`config.mk`:
```
export PLATFORM = sky130hd
export DESIGN_NAME = tlb_fa
export DESIGN_NICKNAME = d
export VERILOG_FILES = /design/src/rtl/tlb_pkg.sv /design/src/rtl/tlb_entry.sv /design/src/rtl/tlb_match.sv /design/src/rtl/tlb_victim.sv /design/src/rtl/tlb_fa.sv
export SDC_FILE = /design/constraint.sdc
export NUM_CORES = 1
export LEC_CHECK = 0
export ABC_AREA = 1
export BUFFER_PORTS_ARGS = -buffer_cell sky130_fd_sc_hd__clkbuf_2
export CORE_ASPECT_RATIO = 0.7
export CORE_UTILIZATION = 55
export DETAILED_ROUTE_END_ITERATION = 7
export GPL_TIMING_DRIVEN = 0
export PLACE_DENSITY_LB_ADDON = 0.12
export SLEW_MARGIN = 5
export SYNTH_ARGS = -nofsm -noshare
export SYNTH_HDL_FRONTEND = slang
export SYNTH_HIERARCHICAL = 1
export SYNTH_SLANG_ARGS = --single-unit
export TNS_END_PERCENT = 30
```
`constraint.sdc`:
```
create_clock -name clk -period 2.4 [get_ports clk]
set_clock_uncertainty 0.1 [all_clocks]
set_input_delay 0.48 -clock clk [delete_from_list [all_inputs] [get_ports clk]]
set_output_delay 0.48 -clock clk [all_outputs]
set_load 0.005 [all_outputs]
```
`src/rtl/tlb_pkg.sv`:
```
package tlb_pkg;

  // Source of the slot picked for a refill, in order of preference.
  typedef enum logic [1:0] {
    PICK_FREE   = 2'd0,
    PICK_COLD   = 2'd1,
    PICK_ROTATE = 2'd2
  } pick_src_e;

endpackage

```
`src/rtl/tlb_entry.sv`:
```
module tlb_entry #(
  parameter int VPN_W = 20,
  parameter int PPN_W = 20
) (
  input  logic             clk,
  input  logic             rst_n,
  input  logic             flush,
  input  logic             ref_clr,
  input  logic             acc_sel,
  input  logic             acc_dirty,
  input  logic             fill_sel,
  input  logic [VPN_W-1:0] fill_vpn,
  input  logic [PPN_W-1:0] fill_ppn,
  input  logic             fill_ro,
  output logic             e_valid,
  output logic             e_ref,
  output logic             e_dirty,
  output logic             e_ro,
  output logic [VPN_W-1:0] e_tag,
  output logic [PPN_W-1:0] e_ppn
);

  logic             valid_q, valid_n;
  logic             ref_q, ref_n;
  logic             dirty_q, dirty_n;
  logic             ro_q, ro_n;
  logic [VPN_W-1:0] tag_q;
  logic [PPN_W-1:0] ppn_q;

  // Priority, lowest to highest: access, install, reference clear, flush.
  always_comb begin
    valid_n = valid_q;
    ref_n   = ref_q;
    dirty_n = dirty_q;
    ro_n    = ro_q;
    if (acc_sel) begin
      ref_n = 1'b1;
      if (acc_dirty) dirty_n = 1'b1;
    end
    if (fill_sel) begin
      valid_n = 1'b1;
      ref_n   = 1'b1;
      dirty_n = 1'b0;
      ro_n    = fill_ro;
    end
    if (ref_clr) ref_n = 1'b0;
    if (flush) valid_n = 1'b0;
  end

  always_ff @(posedge clk or negedge rst_n) begin
    if (!rst_n) begin
      valid_q <= 1'b0;
      ref_q   <= 1'b0;
      dirty_q <= 1'b0;
      ro_q    <= 1'b0;
    end else begin
      valid_q <= valid_n;
      ref_q   <= ref_n;
      dirty_q <= dirty_n;
      ro_q    <= ro_n;
    end
  end

  // Payload registers: no reset, written only on install.
  always_ff @(posedge clk) begin
    if (fill_sel) begin
      tag_q <= fill_vpn;
      ppn_q <= fill_ppn;
    end
  end

  assign e_valid = valid_q;
  assign e_ref   = ref_q;
  assign e_dirty = dirty_q;
  assign e_ro    = ro_q;
  assign e_tag   = tag_q;
  assign e_ppn   = ppn_q;

endmodule

```
`src/rtl/tlb_match.sv`:
```
module tlb_match #(
  parameter int ENTRIES = 8,
  parameter int VPN_W   = 20,
  localparam int IDX_W  = $clog2(ENTRIES)
) (
  input  logic [ENTRIES-1:0] valid_vec,
  input  logic [VPN_W-1:0]   tag_arr [ENTRIES],
  input  logic [VPN_W-1:0]   vpn,
  output logic [ENTRIES-1:0] hit_oh,
  output logic               hit_any,
  output logic [IDX_W-1:0]   hit_idx
);

  // One comparator per slot, all in parallel.
  for (genvar g = 0; g < ENTRIES; g++) begin : g_cmp
    assign hit_oh[g] = valid_vec[g] && (tag_arr[g] == vpn);
  end

  assign hit_any = |hit_oh;

  always_comb begin
    hit_idx = '0;
    for (int k = 0; k < ENTRIES; k++) begin
      if (hit_oh[k]) hit_idx = hit_idx | IDX_W'(k);
    end
  end

endmodule

```
`src/rtl/tlb_victim.sv`:
```
module tlb_victim
  import tlb_pkg::*;
#(
  parameter int ENTRIES = 8,
  localparam int IDX_W  = $clog2(ENTRIES),
  localparam logic [IDX_W-1:0] LAST = IDX_W'(ENTRIES - 1)
) (
  input  logic               clk,
  input  logic               rst_n,
  input  logic [ENTRIES-1:0] valid_vec,
  input  logic [ENTRIES-1:0] ref_vec,
  input  logic               adv,
  output logic [IDX_W-1:0]   vic_idx
);

  logic             free_found, cold_found;
  logic [IDX_W-1:0] free_idx, cold_idx;
  logic [IDX_W-1:0] ptr_q, ptr_n;
  pick_src_e        src;

  // Lowest-numbered empty slot and lowest-numbered cold slot.
  always_comb begin
    free_found = 1'b0;
    free_idx   = '0;
    cold_found = 1'b0;
    cold_idx   = '0;
    for (int k = ENTRIES - 1; k >= 0; k--) begin
      if (!valid_vec[k]) begin
        free_found = 1'b1;
        free_idx   = IDX_W'(k);
      end
      if (!ref_vec[k]) begin
        cold_found = 1'b1;
        cold_idx   = IDX_W'(k);
      end
    end
  end

  always_comb begin
    if (free_found)      src = PICK_FREE;
    else if (cold_found) src = PICK_COLD;
    else                 src = PICK_ROTATE;
  end

  always_comb begin
    unique case (src)
      PICK_FREE: vic_idx = free_idx;
      PICK_COLD: vic_idx = cold_idx;
      default:   vic_idx = ptr_q;
    endcase
  end

  always_comb begin
    ptr_n = ptr_q;
    if (adv && (src == PICK_ROTATE)) begin
      ptr_n = (ptr_q == LAST) ? '0 : ptr_q + 1'b1;
    end
  end

  always_ff @(posedge clk or negedge rst_n) begin
    if (!rst_n) ptr_q <= '0;
    else        ptr_q <= ptr_n;
  end

endmodule

```
`src/rtl/tlb_fa.sv`:
```
module tlb_fa #(
  parameter int ENTRIES = 8,
  parameter int VPN_W   = 20,
  parameter int PPN_W   = 20,
  parameter int OFF_W   = 12,
  localparam int IDX_W  = $clog2(ENTRIES),
  localparam int PA_W   = PPN_W + OFF_W
) (
  input  logic             clk,
  input  logic             rst_n,
  input  logic             lk_valid,
  input  logic [VPN_W-1:0] lk_vpn,
  input  logic [OFF_W-1:0] lk_off,
  input  logic             lk_store,
  output logic             lk_hit,
  output logic             lk_miss,
  output logic             lk_prot_fault,
  output logic             lk_dirty,
  output logic [PA_W-1:0]  lk_paddr,
  input  logic             fill_valid,
  input  logic [VPN_W-1:0] fill_vpn,
  input  logic [PPN_W-1:0] fill_ppn,
  input  logic             fill_ro,
  input  logic             fill_fault,
  input  logic             flush,
  input  logic             ref_clear
);

  // Reset: asserted asynchronously, released on the second clock edge.
  logic rst_s1_q, rst_s2_q;
  always_ff @(posedge clk or negedge rst_n) begin
    if (!rst_n) begin
      rst_s1_q <= 1'b0;
      rst_s2_q <= 1'b0;
    end else begin
      rst_s1_q <= 1'b1;
      rst_s2_q <= rst_s1_q;
    end
  end

  logic [ENTRIES-1:0] valid_vec, ref_vec, dirty_vec, ro_vec;
  logic [ENTRIES-1:0] hit_oh, acc_sel, fill_sel;
  logic [VPN_W-1:0]   tag_arr [ENTRIES];
  logic [PPN_W-1:0]   ppn_arr [ENTRIES];
  logic               hit_any, fill_go, acc_dirty;
  logic [IDX_W-1:0]   hit_idx, vic_idx;

  tlb_match #(.ENTRIES(ENTRIES), .VPN_W(VPN_W)) u_match (
    .valid_vec (valid_vec),
    .tag_arr   (tag_arr),
    .vpn       (lk_vpn),
    .hit_oh    (hit_oh),
    .hit_any   (hit_any),
    .hit_idx   (hit_idx)
  );

  tlb_victim #(.ENTRIES(ENTRIES)) u_victim (
    .clk       (clk),
    .rst_n     (rst_s2_q),
    .valid_vec (valid_vec),
    .ref_vec   (ref_vec),
    .adv       (fill_go),
    .vic_idx   (vic_idx)
  );

  // Lookup side: flush in the same cycle turns a would-be hit into a miss.
  assign lk_hit        = lk_valid && !flush && hit_any;
  assign lk_miss       = lk_valid && !lk_hit;
  assign lk_prot_fault = lk_hit && lk_store && ro_vec[hit_idx];
  assign lk_dirty      = lk_hit && dirty_vec[hit_idx];
  assign lk_paddr      = lk_hit ? {ppn_arr[hit_idx], lk_off} : '0;
  assign acc_dirty     = lk_store && !ro_vec[hit_idx];

  // Install side: faulting walks and fills during a flush are dropped.
  assign fill_go = fill_valid && !fill_fault && !flush;

  for (genvar g = 0; g < ENTRIES; g++) begin : g_slot
    assign acc_sel[g]  = lk_hit && hit_oh[g];
    assign fill_sel[g] = fill_go && (vic_idx == IDX_W'(g));

    tlb_entry #(.VPN_W(VPN_W), .PPN_W(PPN_W)) u_entry (
      .clk       (clk),
      .rst_n     (rst_s2_q),
      .flush     (flush),
      .ref_clr   (ref_clear),
      .acc_sel   (acc_sel[g]),
      .acc_dirty (acc_dirty),
      .fill_sel  (fill_sel[g]),
      .fill_vpn  (fill_vpn),
      .fill_ppn  (fill_ppn),
      .fill_ro   (fill_ro),
      .e_valid   (valid_vec[g]),
      .e_ref     (ref_vec[g]),
      .e_dirty   (dirty_vec[g]),
      .e_ro      (ro_vec[g]),
      .e_tag     (tag_arr[g]),
      .e_ppn     (ppn_arr[g])
    );
  end

endmodule

```
==> key figures <==
STA
  – RSZ-0062 raised after global routing: true
  – Setup_tns: -42.66 ns
  – Worst Slack Setup Final: -1.053 ns
  – Max Slew Vio Count: 0
  – Max_slew headroom: 0.3647
  – Hold Vio Cnt, Final: 0
  – Fmax: 289.6 MHz
  – Tightest Pin Transition: 0.9509 ns
  – # setup viols final: 143
  – Minimum clock period: 3.453 ns
  – Final Cycle Share: 1.439

Route
  – Final ANT Viol Nets: 0
  – Initial DRC Count: 1677
  – Initial DRT Pass Iterations: 6
  – Vias/cell: 5.467
  – DRC viols: 0
  – WL/cell: 20.30 µm
  – Vias post-DR: 13001
  – Total Wirelength: 48280 µm

Logic synthesis
  – Main flop type after synthesis: edfxtp_1
  – Yosys Warn Count: 6
  – Commonest cells in the netlist: nand2_1 (718), edfxtp_1 (320), inv_1 (226)
  – Synthesized instance count: 1774
  – Mux cell area share after synthesis: 0
  – Synth Area in Simple Gates: 0.2407
  – Top-count cell post-synth: nand2_1
  – Largest family of logic cells by synthesized area: simple AND/OR/NAND/NOR gates
  – Synth cell types: 37
  – Post-Synth Adder-Cell Area: 0.001518
  – Mapped cell area: 16480 µm²
  – Avg Inst Size Synth: 9.290 µm²
  – Sequential fraction of the synthesis area: 0.6392
  – Post-synth EDFFs: 320
  – Ranking of synthesized cells by area: edfxtp_1 (58%), nand2_1 (16%), dfrtp_1 (5.6%), inv_1 (5.1%), nor2_1 (4.3%)
  – FFs w/ async S/R, synth: 0.1036
  – Top cell type's share of synthesized area: 0.5831
  – Post-Synth XOR/XNOR Area: 0.01169
  – Syn_nets: 1857
  – Yosys reg bits: 357
  – Area leader, netlist: edfxtp_1
  – Synth Area in Compound Gates: 0.02938

Layout
  – Nets: 2055
  – Synth-to-Final Area Change: 22.24%
  – Final Instance Count excl. Fillers: 2378
  – Layout Utilization: 0.6912
  – Design area: 20150 µm²
  – Share of layout cells above drive strength 1: 0.2046

Run status
  – Status: finished, violations left
  – Violated checks: setup timing

Floorplanning
  – Die area: 30670 µm²
  – Core ar.: 29150 µm²
  – Initial Util: 0.5654
  – Die height: 146.8 µm
  – Standard-cell rows: 52
  – Ports: 117
  – Width of the die: 208.9 µm

Power and ir drop
  – Cell Pwr Density: 643.9 nW/µm²
  – Switch share: 0.2175
  – Flop pwr share: 0.528
  – Pint: 10.15 mW
  – Max IR drop VDD: 0.0006416 V
  – Leakage power: 8.864 nW
  – Combinational Power Share: 0.045
  – Net switching power: 2.822 mW
  – Clock share of power: 0.427
  – Final Power: 12.97 mW

Clock tree
  – TritonCTS Buffers: 36
  – Worst-case clock buffer depth: 3
  – CTS tree: done
  – CTS clock-pin slew for the worst setup and hold paths: 0.07 ns
  – Root Driver: clkbuf_16
  – Later-pin clock latency in the skew report: 0.55 ns
  – Htree depth: 2
  – Clock sinks: 357

Setup path
  – Startpoint types: register
  – CP delay by family, top: simple AND/OR/NAND/NOR gates
  – CP max stage delay: 0.37 ns
  – Worst path cell trace: inv_2, nand2_2, o21ai_0, nor2_1, nand2_1, nor2_4, nand3_2, nand4_1, buf_6, buf_6, nand2_1, nand2_1, nand2_1, nand3_1, nand2_1, nor2_2, clkbuf_2
  – Slowest library cell on the worst path: edfxtp_1
  – Crit. End Element: output pin
  – Crit path arrival time: 2.87 ns
  – CP max FO: 10
  – CP Class: reg2out
  – CP most frequent cell: nand2_1
  – Worst Path Buf+Inv: 4
  – WP data required: 1.82 ns

Min path
  – Min-delay worst type: in2reg

Global route
  – Vias in the first global route: 11963
  – Global-route usage over all layers: 0.3151
  – Initial antenna violation count: 1
  – GRT Residual Overflow: 0
  – Pin count of the biggest net entering global routing: 36
  – First-pass GRT wire length: 71030 µm

Placement
  – Placed Area: 17800 µm²
  – Post-DP HPWL: 31000 µm
  – Dpl cells: 2266
  – Port bufs: 102
  – Gpl congestion: 0.8994

Run
  – Max cap viols: 0
==> layout by cell type (no fill, tap or decap), drive strengths merged <==
master and instances:
a21oi 38, buf 101, bufinv 3, clkbuf 153, clkinv 14, clkinvlp 2
conb 1, dfrtp 37, diode 1, dlygate4sd3 1, edfxtp 320, ha 2
inv 244, nand2 726, nand3 69, nand4 3, nor2 200, nor3 2
nor3b 2, o211ai 4, o21ai 52, or2 3, xnor2 18, xor2 4
==> worst reg2reg max path, stage by stage (launching register included) <==
cell and delay, ns:
edfxtp_1 0.37, inv_2 0.05, nand2_2 0.10, o21ai_0 0.09, nor2_1 0.18, nand2_1 0.14
nor2_4 0.14, nand3_2 0.12, nand4_1 0.12, buf_6 0.17, buf_12 0.17, buf_4 0.13
nand2_1 0.05, nand3_1 0.09, nand2_1 0.06, nand2_1 0.08, nand2_2 0.08, nor2_4 0.19
nand2_1 0.09, a21oi_1 0.15
==> layer usage <==
metal / global-route usage / up-vias / part of all wire
li1: - / 5995 / -
met1: 0.5030 / 6194 / 0.44
met2: 0.4425 / 742 / 0.42
met3: 0.05793 / 70 / 0.13
met4: 0.07831 / 0 / 0.019
met5: 0 / - / 0
==> kinds of logic (layout without fill, tap and decap cells) <==
| family | count (synthesis) | count (layout) |
|---|---|---|
| other cells | 1 | 2 |
| fa+ha+maj | 2 | 2 |
| compound gates | 94 | 94 |
| flops | 357 | 357 |
| buf+inv | 296 | 518 |
| xor+xnor | 22 | 22 |
| simple gates | 1002 | 1005 |
==> through the flow <==
step           worst slack (ns)  hold slack, ns
3_3_place_gp             -2.103          0.1665
5_1_grt                  -1.128          0.1133
3_5_place_dp             -1.669          0.1721
6_report                 -1.053          0.1181
4_1_cts                 -0.9644          0.1065
2_1_floorplan           -0.4094         0.08441
==> final timing paths <==
| check | from | end | slack, ns | cells after the start |
|---|---|---|---|---|
| max in group asynchronous | rst_s2_q$_DFF_PN0_ | g_slot[3].u_entry/e_valid$_DFFE_PN0P_ | 1.37 | 0 |
| min in group asynchronous | rst_n | rst_s2_q$_DFF_PN0_ | 0.17 | 2 |
| hold reg to reg | rst_s2_q$_DFF_PN0_ | u_victim/ptr_q[1]$_DFFE_PN0P_ | 0.25 | 0 |
| setup / recovery | g_slot[3].u_entry/e_tag[6]$_DFFE_PP_ | lk_dirty | -1.05 | 17 |
| setup reg to reg | g_slot[3].u_entry/e_tag[6]$_DFFE_PP_ | g_slot[5].u_entry/e_dirty$_DFFE_PN0P_ | -0.36 | 19 |
| hold / removal | fill_ppn[11] | g_slot[1].u_entry/e_ppn[11]$_DFFE_PP_ | 0.12 | 1 |
==> layout make-up <==
| class | count | area (µm²) |
|---|---|---|
| buffer | 53 | 541.8 |
| tap | 378 | 473.0 |
| sequential | 357 | 10540 |
| multi-input combinational | 1124 | 5180 |
| inverter | 242 | 918.4 |
| fill | 2181 | 9001 |
| timing repair buffer | 158 | 1356 |
| antenna | 1 | 2.502 |
| clock buffer | 44 | 952.2 |
| clock inverter | 21 | 183.9 |
==> what timing repair did <==
item | in CTS | in global routing
gates resized for setup | 159 | 63
endpoints found under the setup margin | 367 | 335
endpoints found under the hold margin | 2 | 0
hold buffers | 1 | 0
pin swaps | 34 | 24
cloned | 7 | 4
setup buffers | 30 | 6
==> power groups by stage <==
stage | clock network [mW] | registers, mW | logic [mW]
finish | 5.54 | 6.84 | 0.588
CTS | 5.57 | 6.84 | 0.560
global route | 5.84 | 6.85 | 0.637
floorplan | 0 | 6.97 | 0.262
detailed placement | 0 | 6.98 | 0.531
global placement | 0 | 6.98 | 0.509
==> state kept, by name, indices dropped and copies added (netlist names) <==
signal,count
g_slot.u_entry/e_ref,8
g_slot.u_entry/e_valid,8
g_slot.u_entry/e_tag,160
rst_s1_q,1
g_slot.u_entry/e_dirty,8
g_slot.u_entry/e_ppn,160
rst_s2_q,1
u_victim/ptr_q,3
g_slot.u_entry/e_ro,8
(Power assumes the default switching activity.)
